--- config.mk ---
export PLATFORM = sky130hd
export DESIGN_NAME = irqLatchTop
export DESIGN_NICKNAME = d
export VERILOG_FILES = /design/src/rtl/irqPkg.sv /design/src/rtl/irqCtrl.sv /design/src/rtl/irqDatapath.sv /design/src/rtl/irqLatchTop.sv
export SDC_FILE = /design/constraint.sdc
export NUM_CORES = 1
export LEC_CHECK = 0
export BUFFER_PORTS_ARGS = -buffer_cell sky130_fd_sc_hd__buf_2
export CAP_MARGIN = 10
export CORE_MARGIN = 3
export CORE_UTILIZATION = 45
export CTS_CLUSTER_SIZE = 24
export DETAILED_ROUTE_END_ITERATION = 6
export PLACE_DENSITY = 0.93
export SYNTH_ARGS = -nofsm -noshare
export SYNTH_HDL_FRONTEND = slang
export SYNTH_SLANG_ARGS = --single-unit
--- constraint.sdc ---
create_clock -name clk -period 2.2 [get_ports clk]
set_input_delay 0.11 -clock clk [delete_from_list [all_inputs] [get_ports clk]]
set_output_delay 0.11 -clock clk [all_outputs]
set_load 0.02 [all_outputs]
--- src/rtl/irqPkg.sv ---
package irqPkg;
  localparam int REG_W    = 8;
  localparam int NUM_COND = 6;

  // condition vector index
  localparam int C_CDP  = 5;
  localparam int C_BYP  = 4;
  localparam int C_CON  = 3;
  localparam int C_USB  = 2;
  localparam int C_WAKE = 1;
  localparam int C_BUSY = 0;

  // register bit positions (decoded by software)
  localparam int B_CDP    = 7;
  localparam int B_BYP    = 6;
  localparam int B_CON    = 5;
  localparam int B_RSV    = 4;
  localparam int B_USB    = 3;
  localparam int B_WAKE   = 2;
  localparam int B_TSTART = 1;
  localparam int B_TSTOP  = 0;

  localparam logic [REG_W-1:0] MASK_WRITABLE = ~(REG_W'(1) << B_RSV);

  typedef struct packed {
    logic [REG_W-1:0] setVec;
    logic             clrInt;
    logic             maskWr;
  } irqStrobe_t;
endpackage

--- src/rtl/irqCtrl.sv ---
module irqCtrl
  import irqPkg::*;
(
  input  logic                clk,
  input  logic                rstN,
  input  logic [NUM_COND-1:0] cond,
  input  logic                intRdStb,
  input  logic                maskWrEn,
  input  logic                irqActive,
  input  logic                powerEnable,
  input  logic                pinSelPower,
  input  logic                pinActiveHigh,
  output irqStrobe_t          strobe,
  output logic                pinLevel
);
  logic [NUM_COND-1:0] prevCond;
  logic [NUM_COND-1:0] riseVec;
  logic                busyFall;
  logic                pinSource;

  always_ff @(posedge clk or negedge rstN) begin
    if (!rstN) prevCond <= '0;
    else       prevCond <= cond;
  end

  assign riseVec  = cond & ~prevCond;
  assign busyFall = prevCond[C_BUSY] & ~cond[C_BUSY];

  always_comb begin
    strobe                  = '0;
    strobe.setVec[B_CDP]    = riseVec[C_CDP];
    strobe.setVec[B_BYP]    = riseVec[C_BYP];
    strobe.setVec[B_CON]    = riseVec[C_CON];
    strobe.setVec[B_USB]    = riseVec[C_USB];
    strobe.setVec[B_WAKE]   = riseVec[C_WAKE];
    strobe.setVec[B_TSTART] = riseVec[C_BUSY];
    strobe.setVec[B_TSTOP]  = busyFall;
    strobe.clrInt           = intRdStb;
    strobe.maskWr           = maskWrEn;
  end

  assign pinSource = pinSelPower ? powerEnable : irqActive;
  assign pinLevel  = pinActiveHigh ? pinSource : ~pinSource;
endmodule

--- src/rtl/irqDatapath.sv ---
module irqDatapath
  import irqPkg::*;
(
  input  logic                clk,
  input  logic                rstN,
  input  irqStrobe_t          strobe,
  input  logic [NUM_COND-1:0] cond,
  input  logic [REG_W-1:0]    wrData,
  input  logic                irqEnable,
  output logic [REG_W-1:0]    intQ,
  output logic [REG_W-1:0]    statusQ,
  output logic [REG_W-1:0]    maskQ,
  output logic                irqActive
);
  logic [REG_W-1:0] statusNext;
  logic [REG_W-1:0] intNext;

  always_comb begin
    statusNext          = '0;
    statusNext[B_CDP]   = cond[C_CDP];
    statusNext[B_BYP]   = cond[C_BYP];
    statusNext[B_CON]   = cond[C_CON];
    statusNext[B_USB]   = cond[C_USB];
    statusNext[B_WAKE]  = cond[C_WAKE];
    statusNext[B_TSTOP] = ~cond[C_BUSY];
  end

  // set wins over clear-on-read
  assign intNext = (strobe.clrInt ? '0 : intQ) | strobe.setVec;

  always_ff @(posedge clk or negedge rstN) begin
    if (!rstN) begin
      intQ    <= '0;
      statusQ <= '0;
      maskQ   <= '0;
    end else begin
      intQ    <= intNext;
      statusQ <= statusNext;
      if (strobe.maskWr) maskQ <= wrData & MASK_WRITABLE;
    end
  end

  assign irqActive = irqEnable & (|(intQ & maskQ));
endmodule

--- src/rtl/irqLatchTop.sv ---
module irqLatchTop
  import irqPkg::*;
(
  input  logic             clk,
  input  logic             rstN,
  input  logic             cdpDevice,
  input  logic             cdpBypass,
  input  logic             cdpConnect,
  input  logic             usbSession,
  input  logic             wakePending,
  input  logic             toggleBusy,
  input  logic             powerEnable,
  input  logic             irqEnable,
  input  logic             pinSelPower,
  input  logic             pinActiveHigh,
  input  logic [REG_W-1:0] wrData,
  input  logic             maskWrEn,
  input  logic             intRdStb,
  output logic [REG_W-1:0] intRdData,
  output logic [REG_W-1:0] statusRdData,
  output logic [REG_W-1:0] maskRdData,
  output logic             pinLevel
);
  logic [NUM_COND-1:0] condVec;
  irqStrobe_t          strobe;
  logic                irqActive;

  assign condVec = {cdpDevice, cdpBypass, cdpConnect, usbSession, wakePending, toggleBusy};

  irqCtrl ctrl_i (
    .clk(clk), .rstN(rstN), .cond(condVec), .intRdStb(intRdStb),
    .maskWrEn(maskWrEn), .irqActive(irqActive), .powerEnable(powerEnable),
    .pinSelPower(pinSelPower), .pinActiveHigh(pinActiveHigh),
    .strobe(strobe), .pinLevel(pinLevel)
  );

  irqDatapath dp_i (
    .clk(clk), .rstN(rstN), .strobe(strobe), .cond(condVec), .wrData(wrData),
    .irqEnable(irqEnable), .intQ(intRdData), .statusQ(statusRdData),
    .maskQ(maskRdData), .irqActive(irqActive)
  );
endmodule

==> run_results.csv, run 1 <==
group,metric,value,unit
pwr,comb_power_share,21.2,%
critical_path,cp.required,2090,ps
clocking,clkTransAtPathRegs,110,ps
final_layout,final_nets,128,
synthesis,syn_area,830,sq um
worst_hold_path,hold_class,"in2reg",
sta,period_needed,1740,ps
grt,antenna_found_initial,0,
final_layout,n_antenna_cell,0,
clocking,root_buffer,"clkbuf_4",
clocking,h-tree-depth,1,
clocking,cts_tree,"built",
detailed_routing,ant_nets,0,
pwr,swShare,29.1,%
synthesis,synth_cell_types,14,
sta,drv_slew,0,
floorplan,pin_count,47,
sta,max_freq,574,MHz
synthesis,synthCells,60,
detailed_routing,vias,605,
placement,io_buffers,41,
sta,fin_skew,5.96,ps
detailed_routing,drc,0,
synthesis,yosysTopAreaCell,"dfrtp_1",
sta,finalSetupViolCount,0,
grt,first_global_vias,604,
sta,fin_crit_sh,79.2,%
floorplan,die-area,0.00239,sq mm
placement,place.gp.congestion,0.691,
detailed_routing,wl_per_cell,13.1,microns
synthesis,yosysSeqAreaShare,63.3,%
critical_path,worst-path-max-fanout,3,
clocking,cts_hold_buf,7,
synthesis,synth_area_leaders,"dfrtp_1 63%, mux2_2 9.5%, buf_4 8.1%",
floorplan,die_w,48.9,microns
clocking,postCtsSetupBuffers,0,
final_layout,fill_cells,129,
critical_path,cp_data_arrival_time,1630,ps
clocking,cts.sinks,21,
sta,fin_tns_setup,0,ps
placement,dp_hpwl,1.29,mm
clocking,cts_buffer_depth,2,
placement,place_worst_setup_slack,792,ps
outcome,outcome,"complete, no violations",
final_layout,multiInputGateArea,216,sq um
floorplan,die_y,48.9,microns
critical_path,end_kind,"primary output",
sta,hold_viol,0,
floorplan,core_area,0.00161,sq mm
critical_path,startpoint_type,"flip-flop",
clocking,insertion_delay,290,ps
pwr,seqPwrFrac,56.2,%
pwr,vdd_ir_drop_max,0.475,mV
pwr,p_int,557,uW
synthesis,yosysWarnings,0,
floorplan,row_count,14,
grt,grt_remaining_overflow,0,
flow_run,cap_viol_max_count,0,
final_layout,final_layout_size_suffix_gt1_share,50.5,%
critical_path,critical_path_class,"reg2out",
synthesis,yosys.area.top_type_share,63.3,%
floorplan,start_util,51.5,%
sta,rsz0062_at_grt,"false",
grt,grt_max_degree,22,
final_layout,register_area,526,sq um
detailed_routing,drt_iter0_drc,4,
synthesis,synth_seq_cells,21,
grt,grt_first_pass_wirelength,2.77,mm
detailed_routing,via_per_inst,4.69,
clocking,cts-resized-gates,0,
synthesis,postSynthAreaPerCell,13.8,sq um
detailed_routing,wl,1.69,mm
pwr,clkPwrFrac,22.7,%
pwr,p_per_area,713,mW/mm^2
grt,grtUsageTotal,14.9,%
sta,fin_ws,457,ps
pwr,leakage,0.000584,uW
clocking,cts_made_buffers,3,
detailed_routing,dr.pass1.iters,4,
pwr,switching_power,229,uW
final_layout,area_delta_synth_final,32.7,%
## logic make-up after synthesis
group | count (synthesis) | share of synthesized area [%]
mux | 8 | 10.7
flops | 21 | 63.3
compound gates | 12 | 12.5
buf+inv | 17 | 11.9
other cells | 1 | 0.452
xor+xnor | 1 | 1.06
## synthesized netlist by cell type
cell type	instances
o2bb2ai_1	1
mux2i_1	1
buf_2	1
a21oi_1	1
dfrtp_1	21
conb_1	1
a22o_1	7
inv_1	7
mux2_2	7
xnor2_1	1
a31oi_1	1
a22oi_1	1
a221oi_2	1
buf_4	9
## area by class of cell
cell class	count	area share, %
Clock buffer	3	2.05
Sequential cell	21	47.7
Inverter	7	2.39
Clock inverter	1	0.455
Tap cell	24	2.73
Multi-Input combinational cell	25	19.7
Timing Repair Buffer	48	25.0
## routing by layer
layer / GRT usage [%] / wire length (microns) / up-vias
li1: - / - / 280
met1: 18.1 / 683 / 293
met2: 25.8 / 861 / 32
met3: 3.06 / 143 / 0
met4: 5.69 / 0 / 0
met5: 0 / 0 / -
## worst paths after layout
| path | startpoint | end | slack [ps] | cells after the start |
|---|---|---|---|---|
| worst max-delay path | dp_i.maskQ[0] | pinLevel | 460 | 5 |
| worst min-delay path | wrData[2] | dp_i.maskQ[2] | 30 | 2 |
| worst max register to register | dp_i.maskQ[6] | dp_i.maskQ[6] | 1400 | 1 |
| worst min register to register | ctrl_i.prevCond[0] | dp_i.intQ[1] | 470 | 1 |
| max in group asynchronous | rstN | dp_i.maskQ[5] | 1610 | 2 |
| min in group asynchronous | rstN | dp_i.maskQ[6] | 270 | 2 |
## flip-flops by register name (all words and copies together), names as in the netlist
register,cells
dp_i.maskQ,7
ctrl_i.prevCond,5
dp_i.intQ,7
dp_i.statusQ,2
## power groups by stage
stage                     clock network (uW)  registers, uW  logic [uW]
after floorplan                            0            476        71.4
final                                    178            441         166
after detailed placement                   0            448         159
after global routing                     202            445         178
after global placement                     0            445         155
after CTS                                184            441         169
## per-stage QoR
stage / hold WS [ps] / utilization, % / power [uW] / area [sq um] / std cells
global route: 17.3 / 68.3 / 825 / 1100 / 129
detailed placement: 82.3 / 62.3 / 607 / 1000 / 118
finish: 34.1 / 68.3 / 785 / 1100 / 129
floorplan: -186 / - / 548 / 841 / 63
global placement: 72.1 / 62.3 / 601 / 1000 / 118
CTS: 28.5 / 68.3 / 793 / 1100 / 129
## placed cells by master (no fill, tap or decap)
master,n
inv_1,7
clkbuf_4,3
xnor2_1,1
a31oi_1,1
conb_1,4
clkinv_2,1
buf_2,41
mux2_2,7
a22oi_1,1
a221oi_2,1
dlygate4sd3_1,7
o2bb2ai_1,1
a21oi_1,1
dfrtp_1,21
mux2i_1,1
a22o_1,7
## worst max-delay path, stage by stage (launching register included)
cell,delay (ps)
dfrtp_1,420
a22o_1,250
a221oi_2,190
a31oi_1,120
xnor2_1,160
buf_2,190
Power figures use the tool's default switching activity.
==> inputs of run 2 (changes only) <==
--- a/config.mk
+++ b/config.mk
@@ -5,13 +5,14 @@
 export SDC_FILE = /design/constraint.sdc
 export NUM_CORES = 1
 export LEC_CHECK = 0
+export ABC_AREA = 1
 export BUFFER_PORTS_ARGS = -buffer_cell sky130_fd_sc_hd__buf_2
 export CAP_MARGIN = 10
 export CORE_MARGIN = 3
-export CORE_UTILIZATION = 45
+export CORE_UTILIZATION = 43
 export CTS_CLUSTER_SIZE = 24
 export DETAILED_ROUTE_END_ITERATION = 6
-export PLACE_DENSITY = 0.93
+export PLACE_DENSITY = 0.89
 export SYNTH_ARGS = -nofsm -noshare
 export SYNTH_HDL_FRONTEND = slang
 export SYNTH_SLANG_ARGS = --single-unit
==> constraint.sdc (replaced) <==
create_clock -name clk -period 1.7 [get_ports clk]
set_input_delay 0.085 -clock clk [delete_from_list [all_inputs] [get_ports clk]]
set_output_delay 0.085 -clock clk [all_outputs]
set_load 0.02 [all_outputs]
==> run 2 against run 1 <==
  * Core utilization shrank 4.5 points
  * Final cell count grew 19%
  * Synthesized cell count grew 38%
  * Critical endpoint unchanged
  * Largest cell class unchanged
  * Highest routed layer is now met4
==> run_results.csv, run 2 <==
group,metric,value,unit
detailed_routing,top_layer_used,"met4",
final_layout,area_delta_synth_final,30.6,%
critical_path,cp_num_buf_inv,1,
grt,grtUsageTotal,15.2,%
placement,dp_hpwl,1.42,mm
sta,fin_tns_setup,0,ps
grt,first_global_vias,718,
clocking,cts_tree,"built",
floorplan,core_area,0.00184,sq mm
sta,rsz0062_at_grt,"false",
critical_path,cp.required,1620,ps
placement,place.gp.congestion,0.665,
synthesis,synthArstFlopShare,100,%
final_layout,reg_top3,"dp_i.intQ x7, dp_i.maskQ x7, ctrl_i.prevCond x5",
critical_path,crit_slowest_cell,"dfrtp_1",
critical_path,critical_path_class,"reg2out",
final_layout,final_nets,152,
sta,fin_ws,247,ps
synthesis,syn_area,898,sq um
clocking,insertion_delay,290,ps
final_layout,n_antenna_cell,0,
clocking,postCtsSetupBuffers,0,
placement,placed_cells,142,
synthesis,postSynthAreaPerCell,10.8,sq um
final_layout,fin_cells,154,
grt,grt_first_pass_wirelength,2.99,mm
detailed_routing,wl_per_cell,12.1,microns
worst_hold_path,worstHoldPathCells,2,
floorplan,die_y,51.7,microns
placement,io_buffers,41,
synthesis,synthFlopType,"dfrtp_1",
worst_hold_path,whs_endpoint,"dp_i.maskQ[6]",
outcome,outcome,"complete, no violations",
clocking,clkTransAtPathRegs,110,ps
pwr,vdd_ir_drop_max,0.622,mV
critical_path,r2r_cells,1,
synthesis,yosysTopAreaCell,"dfrtp_1",
detailed_routing,wl,1.86,mm
sta,hold_viol,0,
critical_path,crit_top_cell,"nand2_1",
sta,hold_ws,21.9,ps
clocking,cts_made_buffers,3,
critical_path,reg2reg_to,"dp_i.maskQ[2]",
clocking,root_buffer,"clkbuf_4",
floorplan,start_util,48.8,%
worst_hold_path,hold_class,"in2reg",
detailed_routing,met1_length,758,microns
critical_path,cp_data_arrival_time,1370,ps
synthesis,yosysWarnings,0,
critical_path,r2r_slack,900,ps
worst_hold_path,hold_start,"wrData[6]",
sta,max_freq,688,MHz
grt,grt_max_degree,22,
final_layout,final_layout_size_suffix_gt1_share,40.3,%
clocking,cts_buffer_depth,2,
detailed_routing,dr.pass1.iters,4,
clocking,h-tree-depth,1,
detailed_routing,vias,681,
grt,antenna_found_initial,0,
pwr,leakage,0.000677,uW
clocking,cts.sinks,21,
pwr,finalPower,1030,uW
flow_run,cap_viol_max_count,0,
detailed_routing,dr_wl_met3,105,microns
critical_path,cpPeakStageDelay,420,ps
sta,drv_slew,0,
synthesis,synth_area_leaders,"dfrtp_1 58%, mux2_4 12%, buf_4 7.5%",
synthesis,synth_edf_count,0,
sta,fin_crit_sh,85.5,%
critical_path,r2r-start,"dp_i.maskQ[2]",
final_layout,final_common_cell,"buf_2",
synthesis,synthCells,83,
sta,period_needed,1450,ps
synthesis,netlist_top_cells_count,"21 x dfrtp_1, 16 x inv_1, 16 x nand2_1, 9 x buf_4, 7 x mux2_4",
synthesis,synth_seq_cells,21,
grt,grt_remaining_overflow,0,
clocking,cts-resized-gates,0,
sta,finalSetupViolCount,0,
detailed_routing,drt_iter0_drc,1,
critical_path,worst-path-max-fanout,3,
final_layout,fill_cells,159,
pwr,p_per_area,881,mW/mm^2
detailed_routing,ant_nets,0,
synthesis,yosys.area.top_type_share,58.5,%
critical_path,startpoint_type,"flip-flop",
final_layout,final_cell_mix,"41 x buf_2, 21 x dfrtp_1, 16 x inv_1, 16 x nand2_1, 8 x dlygate4sd3_1",
critical_path,path_cells,"nand2_1, nand2_1, nor2_1, nand2_1, nand2_2, nand3_1, nand2_1, buf_2",
sta,fin_skew,3.47,ps
detailed_routing,drc,0,
floorplan,pin_count,47,
synthesis,yosysSeqAreaShare,58.5,%
synthesis,synth_cell_types,12,
critical_path,path_delay_family,"simple AND/OR/NAND/NOR gates",
synthesis,yosysMostFrequentCell,"dfrtp_1",
critical_path,end_kind,"primary output",
floorplan,die-area,0.00267,sq mm
floorplan,die_w,51.7,microns
detailed_routing,via_per_inst,4.42,
placement,place_worst_setup_slack,593,ps
detailed_routing,met2_length,983,microns
floorplan,row_count,15,
==> run 2: cell types whose count changed after synthesis, moves of 6 or more <==
cell,delta
a22o_1,-7
nand2_1,+16
o22ai_1,+6
inv_1,+9
mux2_4,+7
mux2_2,-7
==> run 2: cells by family (layout without fill, tap and decap cells) <==
group,Yosys count,after routing,share of synthesized area (%)
buffers and inverters,26,69,15.5
muxes,7,7,11.7
DFF,21,21,58.5
other,1,4,0.417
AOI/OAI and AO/OA,7,7,4.74
and+or+nand+nor,21,21,9.19
==> run 2: routing by layer <==
| metal | vias up | GRT usage (%) |
|---|---|---|
| li1 | 333 | - |
| met1 | 320 | 16.8 |
| met2 | 26 | 27.5 |
| met3 | 2 | 3.72 |
| met4 | 0 | 6.55 |
| met5 | - | 0 |
==> run 2: through the flow <==
stage / area [sq um] / utilization [%]
2_1_floorplan: 910 / -
3_3_place_gp: 1070 / 58.0
3_5_place_dp: 1070 / 58.0
4_1_cts: 1160 / 63.3
5_1_grt: 1170 / 63.8
6_report: 1170 / 63.8
==> run 2: worst max path at each step <==
stage | start | endpoint | slack [ps] | cells after the start
finish | dp_i.intQ[6] | pinLevel | 250 | 8
global route | dp_i.intQ[6] | pinLevel | 90 | 9
CTS | dp_i.intQ[6] | pinLevel | 250 | 9
detailed placement | dp_i.intQ[6] | pinLevel | 590 | 9
global placement | dp_i.maskQ[3] | pinLevel | 610 | 9
floorplan | dp_i.intQ[5] | pinLevel | 620 | 7
==> run 2: repair_timing <==
action                                  CTS  global route
endpoints found under the setup margin    0             0
hold buffers                              7             1
hold endpoints to repair                 28             1
==> run 2: layout make-up <==
cell class                 instances  area [sq um]  area share [%]
timing repair buffer              49           285            24.3
multi-input combinational         39           245            20.9
sequential                        21           526            44.8
inverter                          16          60.1            5.12
clock buffer                       4          26.3            2.24
tap                               25          31.3            2.67
==> run 2: report_power, final <==
part | internal (uW) | switching [uW]
Combinational | 101 | 133
Clock | 91.2 | 138
Sequential | 539 | 31.1
Total | 731 | 302
==> inputs of run 3 (changes only) <==
--- a/config.mk
+++ b/config.mk
@@ -5,11 +5,11 @@
 export SDC_FILE = /design/constraint.sdc
 export NUM_CORES = 1
 export LEC_CHECK = 0
-export ABC_AREA = 1
+export ABC_AREA = 0
 export BUFFER_PORTS_ARGS = -buffer_cell sky130_fd_sc_hd__buf_2
 export CAP_MARGIN = 10
 export CORE_MARGIN = 3
-export CORE_UTILIZATION = 43
+export CORE_UTILIZATION = 42
 export CTS_CLUSTER_SIZE = 24
 export DETAILED_ROUTE_END_ITERATION = 6
 export PLACE_DENSITY = 0.89
==> run 3 against run 2 <==
  * Die area decreased by 4.8%
  * Sequential share of layout area increased by 2.8 points
  * Critical path depth decreased by 3
  * Register-to-register slack improved by 20 ps
  * Worst hold slack got worse by 15 ps
  * Clock skew decreased by 3.1 ps
  * Flip-flop and latch count unchanged
  * Worst setup slack got worse by 190 ps
  * Core utilization decreased by 2.6 points
  * Wire length decreased by 12%
  * Critical endpoint unchanged
  * Highest routed layer unchanged
==> run_results.csv, run 3 (synthesis gave the netlist of run 1 again) <==
group,metric,value,unit
outcome,outcome,"complete, no violations",
pwr,p_per_area,922,mW/mm^2
detailed_routing,dr.pass1.iters,3,
critical_path,cp-startpoint,"dp_i.maskQ[0]",
sta,fin_crit_sh,96.9,%
critical_path,end_kind,"primary output",
sta,max_freq,607,MHz
floorplan,row_count,15,
grt,grtUsageTotal,14.0,%
pwr,comb_power_share,21.3,%
placement,dpl_cell_area,0.00100,sq mm
pwr,swShare,28.5,%
clocking,root_buffer,"clkbuf_4",
grt,grt_first_pass_wirelength,2.73,mm
critical_path,cp.required,1620,ps
clocking,postCtsSetupBuffers,0,
clocking,cts.sinks,21,
floorplan,die_w,50.4,microns
sta,hold_viol,0,
critical_path,path_cells,"a22o_1, a221oi_2, a31oi_1, xnor2_1, buf_4",
pwr,seqPwrFrac,55.9,%
critical_path,r2r_slack,920,ps
pwr,switching_power,290,uW
worst_hold_path,worstHoldPathCells,2,
floorplan,die_y,50.4,microns
floorplan,start_util,46.0,%
sta,rsz0062_at_grt,"true",
critical_path,cp_num_buf_inv,1,
floorplan,core_area,0.00180,sq mm
placement,io_buffers,41,
final_layout,reg_top3,"dp_i.intQ x7, dp_i.maskQ x7, ctrl_i.prevCond x5",
sta,finalSetupViolCount,0,
detailed_routing,wl,1.64,mm
grt,first_global_vias,654,
final_layout,final_cell_mix,"40 x buf_2, 21 x dfrtp_1",
critical_path,crit_slowest_cell,"dfrtp_1",
sta,fin_skew,0.403,ps
final_layout,fill_cells,161,
final_layout,area_delta_synth_final,33.0,%
clocking,cts_made_buffers,3,
sta,hold_ws,7.27,ps
critical_path,r2r-start,"dp_i.maskQ[7]",
detailed_routing,via_per_inst,4.53,
detailed_routing,drc,0,
pwr,vdd_ir_drop_max,0.700,mV
detailed_routing,drt_iter0_drc,1,
critical_path,worst-path-max-fanout,3,
flow_run,cap_viol_max_count,0,
clocking,insertion_delay,290,ps
placement,place.gp.congestion,0.647,
final_layout,final_common_cell,"buf_2",
detailed_routing,ant_nets,0,
critical_path,critical_path_class,"reg2out",
placement,dp_hpwl,1.25,mm
sta,period_needed,1650,ps
worst_hold_path,hold_class,"in2reg",
final_layout,n_antenna_cell,0,
grt,antenna_found_initial,0,
critical_path,path_delay_family,"compound AO/OA/AOI/OAI gates",
grt,grt_max_degree,22,
grt,grt_remaining_overflow,0,
pwr,leakage,0.000582,uW
critical_path,cpPeakStageDelay,410,ps
clocking,cts_tree,"built",
pwr,p_int,727,uW
final_layout,final_layout_size_suffix_gt1_share,49.5,%
sta,fin_tns_setup,0,ps
clocking,h-tree-depth,1,
final_layout,design_area,0.00110,sq mm
floorplan,pin_count,47,
detailed_routing,vias,589,
sta,drv_slew,0,
critical_path,reg2reg_to,"dp_i.maskQ[7]",
clocking,cts_buffer_depth,2,
final_layout,final_nets,128,
pwr,clkPwrFrac,22.8,%
clocking,clkTransAtPathRegs,110,ps
critical_path,cp_data_arrival_time,1560,ps
critical_path,crit_end,"pinLevel",
critical_path,startpoint_type,"flip-flop",
floorplan,die-area,0.00254,sq mm
critical_path,r2r_cells,1,
critical_path,cp.depth,5,
detailed_routing,wl_per_cell,12.6,microns
[run 3: cell count changes in the layout (fill, tap and decap cells not counted), sizes merged, moves of 3 or more]
cell,change
a22o,+7
inv,-9
nand2,-17
nor2,-3
o22ai,-6
[run 3: layout make-up]
class	count	area, sq um	share of cell area (%)
flip-flops and latches	21	526	47.6
clock buffers	4	26.3	2.38
multi-input cells	25	216	19.6
repair buffers	48	278	25.2
inverters	7	26.3	2.38
well taps	25	31.3	2.83
[run 3: power groups by stage]
| stage | clock, uW | sequential, uW | combinational, uW |
|---|---|---|---|
| final | 232 | 569 | 217 |
| after global routing | 251 | 574 | 235 |
| after CTS | 241 | 569 | 218 |
| after detailed placement | 0 | 579 | 206 |
| after global placement | 0 | 576 | 202 |
| after floorplan | 0 | 617 | 92.3 |
[run 3: how the worst min path moves through the flow]
stage,from,endpoint
after floorplan,rstN,ctrl_i.prevCond[0]
after global placement,rstN,ctrl_i.prevCond[2]
after detailed placement,rstN,ctrl_i.prevCond[2]
after CTS,wrData[3],dp_i.maskQ[3]
after global routing,wrData[0],dp_i.maskQ[0]
final,wrData[3],dp_i.maskQ[3]
[run 3: layer usage]
layer	part of all wire, %	global-route usage [%]
met2	48	23.9
met3	5.7	1.78
met4	0.92	5.38
met1	45	18.2
met5	0	0
[run 3: per-stage QoR]
step / total power [uW] / worst slack (ps) / cells / util (%)
after floorplan: 709 / 253 / 63 / -
after global placement: 778 / 388 / 119 / 55.8
after detailed placement: 785 / 372 / 119 / 55.8
after CTS: 1030 / 25.1 / 130 / 61.1
after global routing: 1060 / -42.8 / 130 / 61.3
final: 1020 / 52.9 / 130 / 61.3
[run 3: timing repair]
item / 4_1_cts / 5_1_grt
endpoints found under the setup margin: 0 / 1
gates resized for setup: 0 / 1
hold buffers: 7 / 0
hold endpoints to repair: 28 / 0
